$ cat src/rtl/dsc_pkg.sv
package dsc_pkg;

    typedef enum logic [1:0] {
        TX_IDLE  = 2'd0,
        TX_DRIVE = 2'd1,
        TX_GUARD = 2'd2
    } tx_state_e;

    // Bits needed to hold a count from 0 to n inclusive.
    function automatic int ctr_width(input int n);
        return (n < 2) ? 1 : $clog2(n + 1);
    endfunction

    // Quiet cycles after a pulse so the falling edge of our own drive has
    // crossed the sense synchronizer before sensing is re-enabled.
    function automatic int guard_len(input int pulse, input int stages);
        return pulse + stages + 1;
    endfunction

endpackage

$ cat src/rtl/dsc_sync.sv
module dsc_sync #(
    parameter int W      = 1,
    parameter int STAGES = 2
) (
    input  logic         clk,
    input  logic         rst,
    input  logic [W-1:0] d,
    output logic [W-1:0] q
);
    logic [W-1:0] stg [STAGES];

    always_ff @(posedge clk) begin
        if (rst) begin
            for (int k = 0; k < STAGES; k++) stg[k] <= '0;
        end else begin
            stg[0] <= d;
            for (int k = 1; k < STAGES; k++) stg[k] <= stg[k-1];
        end
    end

    assign q = stg[STAGES-1];
endmodule

$ cat src/rtl/dsc_tx.sv
module dsc_tx
    import dsc_pkg::*;
#(
    parameter int NUM_THR     = 4,
    parameter int PULSE_LEN   = 4,
    parameter int SYNC_STAGES = 2,
    localparam int CW   = ctr_width(NUM_THR),
    localparam int IW   = (NUM_THR > 1) ? $clog2(NUM_THR) : 1,
    localparam int GLEN = guard_len(PULSE_LEN, SYNC_STAGES),
    localparam int TW   = ctr_width((GLEN > PULSE_LEN) ? GLEN : PULSE_LEN)
) (
    input  logic               clk,
    input  logic               rst,
    input  logic [NUM_THR-1:0] cmp_s,
    input  logic               line_s,
    input  logic [CW-1:0]      seen_cnt,
    output logic               fire_o,
    output logic               drive_o,
    output logic               idle_o,
    output logic               sent_o
);
    tx_state_e          state;
    logic [TW-1:0]      timer;
    logic [NUM_THR-1:0] cmp_prev;
    logic [NUM_THR-1:0] pending;
    logic [NUM_THR-1:0] fired;
    logic [NUM_THR-1:0] rise;
    logic [NUM_THR-1:0] elig;
    logic [IW-1:0]      pick;
    logic               fire;

    always_comb begin
        rise = cmp_s & ~cmp_prev;
        for (int i = 0; i < NUM_THR; i++) begin
            elig[i] = pending[i] && !fired[i] && ((i + 1) > int'(seen_cnt));
        end
        pick = '0;
        for (int i = NUM_THR - 1; i >= 0; i--) begin
            if (elig[i]) pick = IW'(i);
        end
        fire = (state == TX_IDLE) && (|elig) && !line_s;
    end

    always_ff @(posedge clk) begin
        if (rst) begin
            state    <= TX_IDLE;
            timer    <= '0;
            cmp_prev <= '0;
            pending  <= '0;
            fired    <= '0;
            sent_o   <= 1'b0;
        end else begin
            cmp_prev <= cmp_s;
            pending  <= pending | rise;
            if (fire) begin
                pending[pick] <= 1'b0;
                fired[pick]   <= 1'b1;
                sent_o        <= 1'b1;
            end
            case (state)
                TX_IDLE: begin
                    if (fire) begin
                        state <= TX_DRIVE;
                        timer <= TW'(PULSE_LEN - 1);
                    end
                end
                TX_DRIVE: begin
                    if (timer == '0) begin
                        state <= TX_GUARD;
                        timer <= TW'(GLEN - 1);
                    end else begin
                        timer <= timer - 1'b1;
                    end
                end
                default: begin
                    if (timer == '0) state <= TX_IDLE;
                    else             timer <= timer - 1'b1;
                end
            endcase
        end
    end

    assign fire_o  = fire;
    assign drive_o = (state == TX_DRIVE);
    assign idle_o  = (state == TX_IDLE);
endmodule

$ cat src/rtl/dsc_rx.sv
module dsc_rx
    import dsc_pkg::*;
#(
    parameter int NUM_THR = 4,
    localparam int CW = ctr_width(NUM_THR)
) (
    input  logic          clk,
    input  logic          rst,
    input  logic          line_s,
    input  logic          sense_en,
    input  logic          own_fire,
    input  logic          locked,
    output logic [CW-1:0] seen_cnt,
    output logic [CW-1:0] step_cnt
);
    logic line_prev;
    logic rx_edge;

    assign rx_edge = line_s && !line_prev && sense_en;

    always_ff @(posedge clk) begin
        if (rst) begin
            line_prev <= 1'b0;
            seen_cnt  <= '0;
            step_cnt  <= '0;
        end else begin
            line_prev <= line_s;
            if ((rx_edge || own_fire) && (int'(seen_cnt) < NUM_THR))
                seen_cnt <= seen_cnt + 1'b1;
            if (rx_edge && !locked && (int'(step_cnt) < NUM_THR))
                step_cnt <= step_cnt + 1'b1;
        end
    end
endmodule

$ cat src/rtl/droop_step_coord.sv
module droop_step_coord
    import dsc_pkg::*;
#(
    parameter int NUM_THR     = 4,
    parameter int PULSE_LEN   = 4,
    parameter int SYNC_STAGES = 2,
    localparam int CW = ctr_width(NUM_THR)
) (
    input  logic               clk,
    input  logic               rst,
    input  logic [NUM_THR-1:0] thr_cmp_i,
    input  logic               line_sense_i,
    output logic               line_drive_o,
    output logic [NUM_THR-1:0] step_en_o,
    output logic               settled_o
);
    logic [NUM_THR-1:0] cmp_s;
    logic               line_s;
    logic [CW-1:0]      seen_cnt;
    logic [CW-1:0]      step_cnt;
    logic               fire;
    logic               tx_idle;
    logic               sent;

    dsc_sync #(.W(NUM_THR), .STAGES(SYNC_STAGES)) u_cmp_sync (
        .clk(clk), .rst(rst), .d(thr_cmp_i), .q(cmp_s)
    );

    dsc_sync #(.W(1), .STAGES(SYNC_STAGES)) u_line_sync (
        .clk(clk), .rst(rst), .d(line_sense_i), .q(line_s)
    );

    dsc_tx #(
        .NUM_THR(NUM_THR), .PULSE_LEN(PULSE_LEN), .SYNC_STAGES(SYNC_STAGES)
    ) u_tx (
        .clk(clk), .rst(rst), .cmp_s(cmp_s), .line_s(line_s),
        .seen_cnt(seen_cnt), .fire_o(fire), .drive_o(line_drive_o),
        .idle_o(tx_idle), .sent_o(sent)
    );

    dsc_rx #(.NUM_THR(NUM_THR)) u_rx (
        .clk(clk), .rst(rst), .line_s(line_s), .sense_en(tx_idle),
        .own_fire(fire), .locked(sent), .seen_cnt(seen_cnt),
        .step_cnt(step_cnt)
    );

    for (genvar j = 0; j < NUM_THR; j++) begin : g_therm
        assign step_en_o[j] = (int'(step_cnt) > j);
    end

    assign settled_o = sent || (int'(seen_cnt) == NUM_THR);
endmodule

$ cat config.mk
export PLATFORM = sky130hd
export DESIGN_NAME = droop_step_coord
export DESIGN_NICKNAME = d
export VERILOG_FILES = /design/src/rtl/dsc_pkg.sv /design/src/rtl/dsc_sync.sv /design/src/rtl/dsc_tx.sv /design/src/rtl/dsc_rx.sv /design/src/rtl/droop_step_coord.sv
export SDC_FILE = /design/constraint.sdc
export NUM_CORES = 1
export LEC_CHECK = 0
export BUFFER_PORTS_ARGS = -buffer_cell sky130_fd_sc_hd__buf_2
export CORE_MARGIN = 4
export CORE_UTILIZATION = 47
export DETAILED_ROUTE_END_ITERATION = 7
export HOLD_SLACK_MARGIN = 0.12
export PLACE_DENSITY = 0.65
export SETUP_SLACK_MARGIN = 0.2
export SYNTH_ARGS = -nofsm -noshare
export SYNTH_HDL_FRONTEND = slang
export SYNTH_SLANG_ARGS = --single-unit
$ cat constraint.sdc
create_clock -name clk -period 2.6 [get_ports clk]
set_input_delay 0.52 -clock clk [delete_from_list [all_inputs] [get_ports clk]]
set_output_delay 0.52 -clock clk [all_outputs]
set_load 0.01 [all_outputs]
==> impl.org <==
** Finish
- Measured on the finished design, the core utilization comes to 54.0%.
- The final layout contains 188 nets.
- Area growth from synthesis to layout :: 10.3%
- Cells with a size suffix above 1 make up 15.5% of the layout.
- Cell Count, Final, Fillers Out :: 218
- Antenna diode instance count :: 0

** Timing
- Unrepaired setup endpoints after global routing :: false
- Based on the critical path, the design can be clocked at up to 553 MHz.
- At the pin with the least slew margin, the transition time is approximately 0.62 ns.
- Final hold violations :: 0
- The count of final max-slew check failures was 0.
- Final period demand of the worst path :: 1.81 ns
- Setup violations remaining at the end of the flow were counted as 0.
- Remaining max-slew budget at the tightest pin :: between 50% and 60%
- On the final layout, the worst hold slack is around 0.41 ns.
- Clock Skew :: ~0.0065 ns
- In the finished design, the share of the clock period the worst path needs comes to between 60% and 70%.
- Final TNS setup :: 0 ns

** Synth
- Top cells by instance count after synthesis :: sky130_fd_sc_hd__dfxtp_1 (35), sky130_fd_sc_hd__nor2_1 (20), sky130_fd_sc_hd__nor2b_1 (18), sky130_fd_sc_hd__inv_1 (13), sky130_fd_sc_hd__a21oi_1 (12)
- Total nets after synthesis :: 175
- Each instance of the synthesized netlist takes up on average 9.34 um^2.
- In this run, synthesis inferred 0 flip-flops with an integrated enable.
- Synthesized area :: roughly 0.0015 mm^2
- Largest family of logic cells by synthesized area :: simple AND/OR/NAND/NOR gates
- Counting distinct cell types in the post-synthesis netlist gives 37.
- Main area contributors after synthesis :: sky130_fd_sc_hd__dfxtp_1 (47%), sky130_fd_sc_hd__nor2b_1 (7.5%), sky130_fd_sc_hd__ha_1 (6.7%), sky130_fd_sc_hd__nor2_1 (5.0%), sky130_fd_sc_hd__a21oi_1 (4.0%)
- Dominant cell type by area after synthesis :: sky130_fd_sc_hd__dfxtp_1
- Most used flip-flop cell after synthesis :: sky130_fd_sc_hd__dfxtp_1
- Compound-Gate Fraction of Synth Area :: ~13%
- Share of the yosys chip area belonging to registers :: 46.9%
- In the post-synthesis netlist, the cell with the most instances is sky130_fd_sc_hd__dfxtp_1.
- Simple-gate area share of the yosys netlist :: 23.6%
- Proportion of synthesized flip-flops having asynchronous set or reset :: 0%
- Synth Area in XOR/XNOR :: 1.17%
- The synthesized design devotes to its leading area cell type 46.9% of total area.
- Arithmetic-cell share of the synthesized area counting full adders, half adders and majority gates :: 6.70%
- Total number of yosys warnings :: 0
- Synthesis produced a netlist whose cell count is 160.
- Register bit total from synthesis :: 35
- After synthesis, the share of cell area in mux cells is 3.52%.

** Floorplanning
- Full die area :: 0.00414 mm^2
- After floorplanning, the core was sized to cover 0.00305 mm^2.
- The floorplan has 20 rows.
- Ports placed on the boundary :: 13
- The initial utilization of the core area, before any placement, comes to 48.9%.
- Die outline height :: 64.4 um
- The die is 64.4 um wide.

** Route
- Routed wire length per instance :: 10.7 um
- Detailed-route via count :: between 1000 and 1500
- The detail route stage leaves a number of antenna-violating nets equal to 0.
- The first detailed-routing pass took 4 iterations.
- After detailed routing, the number of remaining DRC violations is 0.
- For this block, the routed nets add up to 2330 um of wire.
- Using the TritonRoute via totals, the vias-per-cell ratio works out to about 5.0.
- For this block, the initial DRC count from the detailed router was 50.

** GRT
- Congestion Overflow GR :: 0
- Entering global routing, the biggest net connects 38 pins.
- Global routing consumed, over all layers together, 12.9% of the routing resources.
- The first global-routing pass estimated between 4000 and 5000 um of wire.
- Vias in the first global route :: ~1100
- Antenna violations before repair :: 0

** CTS
- Number of buffers added to fix hold violations after cts :: 0
- Number of H-tree branching levels :: 2
- Number of buffers between clock root and the deepest sink :: 2
- Clock Root Buffer :: sky130_fd_sc_hd__clkbuf_4
- Counting every sink on the clock net gives 35.
- TritonCTS created 5 clock buffers.
- Clock-pin slew reported for the worst setup and hold paths after clock tree synthesis :: approximately 0.09 ns
- Post-CTS setup repair buffer count :: 0
- Quantity of gates resized following cts :: 0
- The later pin in the worst-skew pair is clocked with a latency of 0.31 ns.
- TritonCTS built the clock tree.

** Placement
- Routability-driven placement finished with a final weighted congestion of around 0.83.
- Buffers placed on the I/O ports in this run total 12.
- Once placement completed, the tool counted placed cells totaling 210.
- Once detailed placement completed, the half-perimeter wirelength came to 1730 um.

** Power
- Power spread over the standard cell area amounts to 756 mW/mm^2.
- Worst vdd ir :: 0.405 mV
- Leak pwr :: 0.712 nW

** Worst setup path
- Startpoint of the most critical register-to-register path :: u_rx.seen_cnt[0]
- Data arrival time of the worst path :: 1.29 ns
- Sort of element at the start of the critical path :: flip-flop
- Category of the critical setup timing path :: flip-flop to output port
- Critical path data required time :: approximately 2.1 ns
- Critical-path maximum fanout :: 4
- Critical path endpoint category :: output port
- Tracing the worst setup path back leads to its startpoint at u_rx.step_cnt[0].

** Outcome
- Run status :: finished, final reports clean

** Job
- The tool flagged a number of max-cap violations equal to 0.

** Hold path
- Hold crit path type :: input pin to flip-flop
- The startpoint identified for the worst hold timing path is thr_cmp_i[3].
-- kinds of logic after synthesis --
family / after synthesis
xor gates and xnor gates: 2
muxes: 5
and+or+nand+nor: 64
buffers and inverters: 19
adders and majority gates: 8
AOI/OAI and AO/OA: 27
DFF: 35
-- layout by cell type, fill, tap and decap left out --
| master | synthesis | final |
|---|---|---|
| sky130_fd_sc_hd__a211oi_1 | 1 | 1 |
| sky130_fd_sc_hd__a21bo_4 | 1 | 1 |
| sky130_fd_sc_hd__a21oi_1 | 12 | 12 |
| sky130_fd_sc_hd__a21oi_2 | 1 | 1 |
| sky130_fd_sc_hd__a311oi_1 | 2 | 2 |
| sky130_fd_sc_hd__a31oi_1 | 4 | 4 |
| sky130_fd_sc_hd__and3_1 | 1 | 1 |
| sky130_fd_sc_hd__and3_4 | 1 | 1 |
| sky130_fd_sc_hd__and3b_1 | 1 | 1 |
| sky130_fd_sc_hd__and4_1 | 1 | 1 |
| sky130_fd_sc_hd__buf_2 | 0 | 12 |
| sky130_fd_sc_hd__clkbuf_1 | 4 | 1 |
| sky130_fd_sc_hd__clkbuf_4 | 0 | 5 |
| sky130_fd_sc_hd__clkbuf_8 | 0 | 2 |
| sky130_fd_sc_hd__dfxtp_1 | 35 | 35 |
| sky130_fd_sc_hd__ha_1 | 8 | 8 |
| sky130_fd_sc_hd__inv_1 | 13 | 13 |
| sky130_fd_sc_hd__mux2_1 | 2 | 2 |
| sky130_fd_sc_hd__mux2i_1 | 3 | 3 |
| sky130_fd_sc_hd__nand2_1 | 10 | 10 |
| sky130_fd_sc_hd__nand2b_1 | 1 | 1 |
| sky130_fd_sc_hd__nand3_1 | 1 | 1 |
| sky130_fd_sc_hd__nand3b_1 | 1 | 1 |
| sky130_fd_sc_hd__nor2_1 | 20 | 20 |
| sky130_fd_sc_hd__nor2_4 | 1 | 1 |
| sky130_fd_sc_hd__nor2b_1 | 18 | 18 |
| sky130_fd_sc_hd__nor3_1 | 3 | 3 |
| sky130_fd_sc_hd__nor3_2 | 1 | 1 |
| sky130_fd_sc_hd__nor3_4 | 1 | 1 |
| sky130_fd_sc_hd__o21ai_0 | 3 | 3 |
| sky130_fd_sc_hd__o21ba_1 | 1 | 1 |
| sky130_fd_sc_hd__o311a_1 | 1 | 1 |
| sky130_fd_sc_hd__o31ai_4 | 1 | 1 |
| sky130_fd_sc_hd__or2_2 | 1 | 1 |
| sky130_fd_sc_hd__or3_1 | 1 | 1 |
| sky130_fd_sc_hd__or3b_1 | 1 | 1 |
| sky130_fd_sc_hd__xnor2_1 | 1 | 1 |
| sky130_fd_sc_hd__xor2_1 | 1 | 1 |
-- cell type report --
class	instances	area, um^2
inverters	13	48.8
multi-input cells	106	714
clock buffers	8	68.8
flip-flops and latches	35	701
repair buffers	12	60.1
well taps	44	55.1
fillers	305	1410
-- path summary, 6_finish.rpt --
check	endpoint	slack (ns)	cells after the start
worst max-delay path	step_en_o[2]	0.79	4
worst min-delay path	u_cmp_sync.stg[0][3]	0.41	2
worst max register to register	u_rx.seen_cnt[1]	0.87	7
worst min register to register	u_cmp_sync.stg[0][4]	0.44	1
-- worst max-delay path: stages (launching register included) --
cell and delay (ns):
sky130_fd_sc_hd__dfxtp_1 0.41, sky130_fd_sc_hd__inv_1 0.09, sky130_fd_sc_hd__ha_1 0.20, sky130_fd_sc_hd__o21ai_0 0.13
sky130_fd_sc_hd__buf_2 0.15
-- per-stage QoR --
stage          cell area (um^2)  worst slack [ns]  total power [mW]
2_1_floorplan              1490              1.04             0.885
3_3_place_gp               1580             0.984             0.926
3_5_place_dp               1580             0.874             0.945
4_1_cts                    1650             0.766              1.27
5_1_grt                    1650             0.709              1.34
6_report                   1650             0.792              1.25
-- flip-flops by register name, summed over array words and instances (netlist names) --
name             count
u_line_sync.stg      2
u_cmp_sync.stg       8
u_rx.step_cnt        3
u_tx.timer           3
u_tx.fired           4
u_tx.pending         4
u_tx.cmp_prev        4
u_rx.line_prev       1
u_tx.sent_o          1
u_tx.state           2
u_rx.seen_cnt        3
-- power breakdown --
| group | internal, mW | switching (mW) |
|---|---|---|
| Combinational | 0.130 | 0.165 |
| Clock | 0.159 | 0.157 |
| Sequential | 0.588 | 0.0462 |
-- metal layers --
metal | wire length, um | global-route usage (%) | share of wire, % | up-vias
li1 | - | - | - | 556
met1 | 1030 | 13.8 | 44 | 507
met2 | 1170 | 22.9 | 50 | 16
met3 | 98 | 4.22 | 4.2 | 4
met4 | 38 | 5.54 | 1.6 | 0
met5 | 0 | 0 | 0 | -
Power figures use the tool's default switching activity.
